[src/rtl/ext_status_latch.sv]
module ext_status_latch #(
  parameter int SYNC_STAGES = 2,
  parameter int NUM_SRC     = 6
) (
  input  logic       clk,
  input  logic       rst_n,
  input  logic       cts_pin,
  input  logic       sync_pin,
  input  logic       dcd_pin,
  input  logic       brk_abort,
  input  logic       tx_underrun,
  input  logic       zero_count,
  input  logic       tx_empty,
  input  logic       rx_ready,
  input  logic [7:0] ie_mask,
  input  logic       stat_ie,
  input  logic       master_ie,
  input  logic       cmd_valid,
  input  logic [7:0] cmd_code,
  output logic [7:0] status,
  output logic       stat_pend,
  output logic       stat_irq
);
  localparam int NUM_PIN = 3;

  logic [NUM_PIN-1:0] pin_in, pin_s;
  logic [NUM_PIN-1:0] sync_ff [SYNC_STAGES];
  logic [NUM_SRC-1:0] live, snap, enm, diff;
  logic               hit, rst_cmd, pend_q;

  assign pin_in = {cts_pin, sync_pin, dcd_pin};

  always_ff @(posedge clk or negedge rst_n) begin
    if (!rst_n) begin
      for (int i = 0; i < SYNC_STAGES; i++) sync_ff[i] <= '0;
    end else begin
      sync_ff[0] <= pin_in;
      for (int i = 1; i < SYNC_STAGES; i++) sync_ff[i] <= sync_ff[i-1];
    end
  end

  assign pin_s   = sync_ff[SYNC_STAGES-1];
  assign live    = {brk_abort, tx_underrun, pin_s, zero_count};
  assign enm     = {ie_mask[7:3], ie_mask[1]};
  assign diff    = (live ^ snap) & enm;
  assign hit     = |diff;
  assign rst_cmd = cmd_valid && (cmd_code[5:3] == 3'b010);

  always_ff @(posedge clk or negedge rst_n) begin
    if (!rst_n) begin
      snap   <= '0;
      pend_q <= 1'b0;
    end else if (pend_q) begin
      if (rst_cmd) pend_q <= 1'b0;
    end else begin
      snap <= live;
      if (hit) pend_q <= 1'b1;
    end
  end

  assign status    = {snap[5:1], tx_empty, snap[0], rx_ready};
  assign stat_pend = pend_q;
  assign stat_irq  = pend_q & stat_ie & master_ie;

  AST_FREEZE_HOLD: assert property (@(posedge clk) disable iff (!rst_n)
    (stat_pend && !rst_cmd) |=> ($stable(status[7:3]) && $stable(status[1])));

  AST_RELEASE: assert property (@(posedge clk) disable iff (!rst_n)
    (stat_pend && rst_cmd) |=> !stat_pend);

  AST_RISE_CAUSE: assert property (@(posedge clk) disable iff (!rst_n)
    $rose(stat_pend) |-> ({status[7:3], status[1]} != $past({status[7:3], status[1]})));

  AST_MASKED_QUIET: assert property (@(posedge clk) disable iff (!rst_n)
    (!stat_pend && ((live ^ snap) & enm) == '0) |=> !stat_pend);

  AST_IRQ_NEEDS_PEND: assert property (@(posedge clk) disable iff (!rst_n)
    $rose(stat_irq) |-> (stat_pend && master_ie));
endmodule

[config.mk]
export PLATFORM = sky130hd
export DESIGN_NAME = ext_status_latch
export DESIGN_NICKNAME = d
export VERILOG_FILES = /design/src/rtl/ext_status_latch.sv
export SDC_FILE = /design/constraint.sdc
export NUM_CORES = 1
export LEC_CHECK = 0
export CORE_MARGIN = 2
export CORE_UTILIZATION = 29
export DETAILED_ROUTE_END_ITERATION = 6
export PLACE_DENSITY_LB_ADDON = 0.1
export SYNTH_ARGS = -nofsm -noshare
export SYNTH_HDL_FRONTEND = slang
export SYNTH_SLANG_ARGS = --single-unit
[constraint.sdc]
create_clock -name clk -period 1.2 [get_ports clk]
set_input_delay 0.24 -clock clk [delete_from_list [all_inputs] [get_ports clk]]
set_output_delay 0.24 -clock clk [all_outputs]
set_load 0.03 [all_outputs]
==> metrics.yaml, run 1 <==
dieArea_mm2: 0.00213
maxSlewViolCount: 0
n_fill_cell: 163
cp.arrival_ns: 0.97
setup-violations-final: 2
status: "complete, but fails checks"
final_nets: 97
firstDrtPassIters: 4
yosysWarnings: 0
syn-num-nets: 64
post-route-period-util: 1.01
cts_buffers: 3
vias: 386
rsz0062_at_grt: "yes"
cp.required_ns: 0.96
route.detailed.drc: 0
p_switching_w: 0.000505
fin_cells: 84
htree_num_levels: 1
yosysMostFrequentCell: "dfrtp_1"
layout-drive-gt1-share: 0.388
ant_nets: 0
synth_cells: 35
grt_pass1_vias: 345
startpoint: "stat_pend"
clockBufferDepth: 2
port_buffers: 27
switching_share: 0.344
combPwrFrac: 0.405
antennaDiodeCount: 0
synth_edf_count: 0
grt_pass1_wl_mm: 1.50
io-pin-count: 39
p_int_w: 0.000963
syn2layout_area_growth_pct: 64.2
hold_slack_ns: 0.259
synth_largest_area_cell: "dfrtp_1"
wl_mm: 1.03
ys_seq_area_frac: 0.633
placed_cells: 78
ys.flop_type: "dfrtp_1"
violations: "negative setup slack"
antenna_found_initial: 0
grt_max_degree: 14
min_period_ns: 1.21
cts_hold_buf: 0
grt_overflow_total: 0
async_flop_share: 1.00
pwr-share-seq: 0.415
leakage_nw: 0.376
end_kind: "output port"
track_usage: 0.104
die_width_um: 46.1
yosysUniqueCellTypes: 11
worst_ir_drop_vdd_uv: 710
slew_headroom: 0.844
tritoncts: "done"
routedWlPerCell_um: 12.2
yosys-top-cells-area: "dfrtp_1 63%, mux2_2 13%, xor2_1 10%"
skew_ns: 0.00346
setup_slack_ns: -0.0148
gp_congestion: 0.593
tightest_slew_ns: 0.234
fin_area_um2: 845
synthTopCellsByCount: "13 x dfrtp_1, 6 x mux2_2, 6 x xor2_1, 2 x and3_1, 2 x buf_4"
initial_core_util: 0.304
critPathKind: "register to output port"
timing.final.hold_violations: 0
core_area_mm2: 0.00169
vias_per_cell: 4.60
max_freq_mhz: 823
cap_violations: 0
clkPwrFrac: 0.180
total_power_w: 0.00147
r2r-start: "snap[1]"
startpoint_type: "register"
syn_area_per_cell_um2: 14.7
syn_area_um2: 514
row_count: 15
hold_class: "primary input to async pin"
fin_util: 0.500
critPathMaxFanout: 3
clk_latency_ns: 0.27
clock-sinks: 13
place_area_um2: 786
drt_iter0_drc: 8
die_y_um: 46.1
path_clk_slew_ns: 0.08
synth_top_cell_area_share: 0.633
pwr_density_cell_mw_per_mm2: 1740
root_buffer: "clkbuf_4"
synth-seq-cells: 13
-- critical path, stage by stage, from the launching register on --
cell and delay [ns]:
dfrtp_2 0.42, and3_4 0.15, buf_6 0.13
-- power by group through the flow --
stage	Clock (W)	Combinational, W	Sequential [W]
2_1_floorplan	0	0.000169	0.000779
3_3_place_gp	0	0.000576	0.000618
3_5_place_dp	0	0.000576	0.000624
4_1_cts	0.000278	0.000602	0.000611
5_1_grt	0.000301	0.000634	0.000622
6_report	0.000264	0.000594	0.000610
-- final timing paths --
| kind | endpoint | slack, ns | cells after the start |
|---|---|---|---|
| max | stat_irq | -0.01 | 2 |
| max in group asynchronous | snap[5] | 0.77 | 2 |
| min reg2reg | pin_s[2] | 0.35 | 0 |
| max reg2reg | stat_pend | -0.01 | 4 |
| min in group clk | pin_s[2] | 0.35 | 0 |
| min | snap[1] | 0.26 | 2 |
-- metal layers --
layer,share of wire,global-route usage
met1,0.39,0.127
met2,0.53,0.169
met3,0.083,0.0510
met4,0,0.0171
met5,0,0
-- cells in the final DEF (no fill, tap or decap) --
master	n
nor3b_1	1
clkbuf_4	3
clkinv_2	1
clkdlybuf4s50_1	17
a31oi_1	1
and3_4	1
dfrtp_1	10
dlygate4sd2_1	2
a21oi_1	1
dfrtp_2	3
xor2_1	6
buf_4	8
buf_6	4
a222oi_1	1
and3_1	1
mux2_2	6
a22oi_1	1
-- flip-flops by register name (all words and copies together) (netlist names) --
register / flops
sync_ff: 3
pin_s: 3
snap: 6
stat_pend: 1
-- timing repair --
action	CTS	global route
endpoints found under the setup margin	4	4
resized for setup	6	1
pin swaps	1	1
buffers inserted	2	0
-- layout make-up --
class / instances / area [um^2] / area share
Clock buffer: 3 / 22.5 / 0.0267
Clock inverter: 1 / 5.00 / 0.00593
Multi-Input combinational cell: 19 / 174 / 0.206
Sequential cell: 13 / 329 / 0.390
Tap cell: 17 / 21.3 / 0.0252
Timing Repair Buffer: 31 / 293 / 0.347
-- logic make-up after synthesis --
logic type      after synthesis  synth area share
flops                        13             0.633
xor+xnor                      6             0.102
simple gates                  3            0.0389
mux                           6             0.131
compound gates                4            0.0560
buf+inv                       3            0.0389
-- per-stage QoR --
stage               setup TNS, ns  setup slack, ns
floorplan                 -0.0543          -0.0543
finish                    -0.0207          -0.0148
CTS                       -0.0510          -0.0320
global placement           -0.275           -0.235
detailed placement         -0.299           -0.247
global route               -0.248           -0.163
Power figures use the tool's default switching activity.
==> run 2, diff against run 1 <==
clock period = 1.1 ns   (was 1.2 ns; I/O delays follow)
==> run 2 against run 1 <==
The flow still finishes with violations (negative setup slack). Setup slack worse by 0.11 ns. Critical path depth stayed put. Sequential share of layout area fell by 3.3 points. Die area stayed put. Sequential power up 9.7%. First-iteration DRC count fell by 88%. Clock skew fell by 0.0017 ns. Flip-flop and latch count did not move. Utilization up 4.4 points. Register-to-register slack worse by 0.07 ns. Critical endpoint unchanged.
==> metrics.yaml, run 2 (synthesis results as in run 1) <==
status: "complete, but fails checks"
violations: "negative setup slack"
dp_hpwl_um: 778
grt_pass1_vias: 362
mostFrequentLayoutCells: "19 x clkdlybuf4s50_1, 14 x buf_6, 11 x dfrtp_1"
port_buffers: 27
grt_max_degree: 14
slew_headroom: 0.842
grt_overflow_total: 0
pwr_density_cell_mw_per_mm2: 1920
largest_reg_flops: 6
track_usage: 0.104
rrSetupSlack_ns: -0.08
timing.final.hold_violations: 0
worst_ir_drop_vdd_uv: 972
clock-sinks: 13
worst_path_largest_cell_delay_ns: 0.42
end_kind: "output port"
hold_slack_ns: 0.244
skew_ns: 0.00171
cp.required_ns: 0.88
final_nets: 102
path_delay_family: "flip-flops"
clockBufferDepth: 2
path_clk_slew_ns: 0.07
placed_cells: 83
leakage_nw: 0.406
hold_class: "primary input to async pin"
startpoint: "stat_pend"
rsz0062_at_grt: "yes"
layout-drive-gt1-share: 0.403
drt_iter0_drc: 1
dieArea_mm2: 0.00213
wl_mm: 1.01
cp.arrival_ns: 1.00
ff2ff_path_depth: 4
fin_util: 0.544
maxSlewViolCount: 0
cap_violations: 0
path_buf_inv: 1
setup_slack_ns: -0.124
n_fill_cell: 156
die_y_um: 46.1
fin_cells: 89
timing.rr.end: "stat_pend"
startpoint_type: "register"
antenna_found_initial: 0
place_area_um2: 822
r2r-start: "snap[1]"
setup-violations-final: 7
antennaDiodeCount: 0
critPathMaxFanout: 4
clk_latency_ns: 0.27
core_area_mm2: 0.00169
io-pin-count: 39
firstDrtPassIters: 4
critPathKind: "register to output port"
gp_congestion: 0.624
root_buffer: "clkbuf_4"
min_period_ns: 1.22
route.detailed.drc: 0
grt_pass1_wl_mm: 1.46
setup_total_negative_slack_ns: -0.445
initial_core_util: 0.304
cp_slowest_cell: "dfrtp_1"
die_width_um: 46.1
tightest_slew_ns: 0.236
cts_hold_buf: 0
vias_per_cell: 4.60
layout_commonest_cell: "clkdlybuf4s50_1"
path_depth: 2
ant_nets: 0
row_count: 15
routedWlPerCell_um: 11.3
cts_buffers: 3
htree_num_levels: 1
vias: 409
syn2layout_area_growth_pct: 78.8
regMostFlops: "snap"
crit_chain: "and3_4 > buf_6"
max_freq_mhz: 817
tritoncts: "done"
post-route-period-util: 1.11
fin_area_um2: 920
-- run 2: changes by cell type in the layout (fill, tap and decap cells not counted), sizes merged --
cell / before / now
dlygate4sd2: 2 / 0
buf: 12 / 17
clkbuf: 3 / 4
clkinv: 1 / 0
clkdlybuf4s50: 17 / 19
-- run 2: layout make-up --
cell class / count / area, um^2 / area share
clock buffers: 4 / 26.3 / 0.0286
multi-input cells: 19 / 174 / 0.189
flip-flops and latches: 13 / 328 / 0.356
well taps: 17 / 21.3 / 0.0231
repair buffers: 36 / 370 / 0.403
-- run 2: layer usage --
layer	track usage	vias up	routed length (um)
met5	0	-	0
met4	0.0686	0	4
met3	0.0431	2	77
met2	0.169	17	552
met1	0.108	192	375
li1	-	198	-
-- run 2: worst max path at each step --
stage	to
final	stat_irq
after global routing	stat_pend
after CTS	stat_pend
after detailed placement	stat_pend
after global placement	stat_pend
after floorplan	stat_irq
-- run 2: where the power goes --
part | internal, W | leakage (nW) | switching, W
combinational | 0.000473 | 0.244 | 0.000342
clock | 0.000140 | 0.0150 | 0.000142
sequential | 0.000584 | 0.148 | 0.0000855
total | 0.00120 | 0.406 | 0.000569
-- run 2: worst register-to-register path: stages, from the launching register on --
cell and delay (ns):
dfrtp_2 0.42, xor2_1 0.14, a222oi_1 0.28, and3_1 0.19, a31oi_1 0.04
-- run 2: metrics by stage --
stage | power [W] | worst slack [ns]
floorplan | 0.00103 | -0.137
global placement | 0.00137 | -0.314
detailed placement | 0.00137 | -0.312
CTS | 0.00177 | -0.0965
global route | 0.00187 | -0.208
finish | 0.00177 | -0.124
-- run 2: repair_timing --
item	CTS	global route
pin swaps	1	0
buffers inserted	2	1
endpoints found under the hold margin	0	0
resized for setup	11	4
setup endpoints to repair	7	12
==> run 3, diff against run 2 <==
--- a/constraint.sdc
+++ b/constraint.sdc
@@ -3,2 +3,2 @@
 set_output_delay 0.22 -clock clk [all_outputs]
-set_load 0.03 [all_outputs]
+set_load 0.05 [all_outputs]
==> run 3 against run 2 <==
Setup slack got worse by 0.0098 ns. The flow still finishes with violations (negative setup slack). Hold slack improved by 0.0060 ns. Critical endpoint is now stat_pend. Total power increased by 32%. Design area increased by 15%. Combinational power increased by 68%. Sequential share of layout area decreased by 4.4 points. Fmax decreased by 0.80%.
==> metrics.yaml, run 3 (synthesis results as in run 1) <==
status: "complete, but fails checks"
violations: "negative setup slack"
end_kind: "register"
setup_slack_ns: -0.134
hold_class: "primary input to async pin"
regMostFlops: "snap"
die_width_um: 46.1
slew_headroom: 0.821
clock-sinks: 13
fin_area_mm2: 0.00106
rsz0062_at_grt: "yes"
tightest_slew_ns: 0.268
mostFrequentLayoutCells: "19 x clkdlybuf4s50_1, 9 x dfrtp_1, 8 x buf_12, 8 x buf_6"
min_period_ns: 1.23
grt_pass1_wl_mm: 2.05
cp.required_ns: 1.25
initial_core_util: 0.304
path_buf_inv: 0
final_nets: 107
antenna_found_initial: 0
hold_slack_ns: 0.250
vias: 424
dieArea_mm2: 0.00213
post-route-period-util: 1.12
drt_iter0_drc: 3
worst_ir_drop_vdd_uv: 1200
path_clk_slew_ns: 0.08
layout_commonest_cell: "clkdlybuf4s50_1"
startpoint_type: "register"
antennaDiodeCount: 0
grt_max_degree: 14
place_area_um2: 955
clk_latency_ns: 0.27
timing.final.hold_violations: 0
dp_hpwl_um: 867
root_buffer: "clkbuf_4"
skew_ns: 0.00355
maxSlewViolCount: 0
setup-violations-final: 9
crit_chain: "xor2_1 > a222oi_1 > and3_1 > a31oi_1"
htree_num_levels: 1
cp_slowest_cell: "dfrtp_2"
cap_violations: 0
grt_overflow_total: 0
cts_buffers: 3
cts_hold_buf: 0
route.detailed.drc: 0
die_y_um: 46.1
max_freq_mhz: 811
worst_path_largest_cell_delay_ns: 0.42
row_count: 15
largest_reg_flops: 6
core_area_mm2: 0.00169
critPathMaxFanout: 2
port_buffers: 27
tritoncts: "done"
layout-drive-gt1-share: 0.468
critPathKind: "register to register"
track_usage: 0.146
gp_congestion: 0.668
io-pin-count: 39
ant_nets: 0
n_fill_cell: 138
vias_per_cell: 4.51
preCtsSetupSlack_ns: -0.361
routedWlPerCell_um: 13.2
wl_mm: 1.24
pwr_density_cell_mw_per_mm2: 2210
firstDrtPassIters: 4
path_delay_family: "flip-flops"
clockBufferDepth: 2
cp.arrival_ns: 1.38
leakage_nw: 0.485
syn2layout_area_growth_pct: 105
grt_pass1_vias: 470
[run 3: cell types whose count changed in the layout (fill, tap and decap cells not counted)]
| cell | change |
|---|---|
| buf_12 | +8 |
| buf_6 | -6 |
| mux2_2 | -5 |
| mux2_4 | +5 |
| buf_4 | +3 |
| dfrtp_1 | -2 |
| dfrtp_2 | +2 |
[run 3: worst paths after layout]
kind / slack [ns] / depth (start not counted) / end / from
worst max-delay path: -0.13 / 4 / stat_pend / snap[1]
worst min-delay path: 0.25 / 2 / pin_s[0] / rst_n
worst max register to register: -0.13 / 4 / stat_pend / snap[1]
worst min register to register: 0.35 / 0 / pin_s[1] / sync_ff[4]
max in group asynchronous: 0.68 / 2 / stat_pend / rst_n
min in group clk: 0.35 / 0 / pin_s[1] / sync_ff[4]
[run 3: timing repair]
item,in CTS,in global routing
setup endpoints to repair,9,11
resized for setup,7,1
buffers inserted,5,1
[run 3: power by group]
| part | internal (W) | switching [W] |
|---|---|---|
| sequential | 0.000587 | 0.0000818 |
| clock | 0.000141 | 0.000147 |
| combinational | 0.000800 | 0.000573 |
| total | 0.00153 | 0.000802 |
[run 3: metrics by stage]
step | power [W] | setup TNS (ns) | cells | utilization
after CTS | 0.00232 | -0.782 | 93 | 0.619
after detailed placement | 0.00191 | -0.480 | 84 | 0.565
after floorplan | 0.00124 | -0.365 | 35 | -
final | 0.00233 | -0.724 | 94 | 0.625
after global placement | 0.00190 | -0.439 | 84 | 0.565
after global routing | 0.00245 | -1.10 | 94 | 0.625
[run 3: area by class of cell]
cell class / count / area, um^2 / area share
Timing Repair Buffer: 41 / 485 / 0.460
Multi-Input combinational cell: 19 / 193 / 0.182
Clock buffer: 4 / 26.3 / 0.0249
Tap cell: 17 / 21.3 / 0.0201
Sequential cell: 13 / 330 / 0.313
[run 3: per-layer routing]
layer | share of wire | vias up | GRT usage
met5 | 0 | - | 0
met4 | 0.035 | 0 | 0.120
met3 | 0.057 | 4 | 0.0275
met2 | 0.54 | 16 | 0.250
met1 | 0.37 | 199 | 0.154
li1 | - | 205 | -
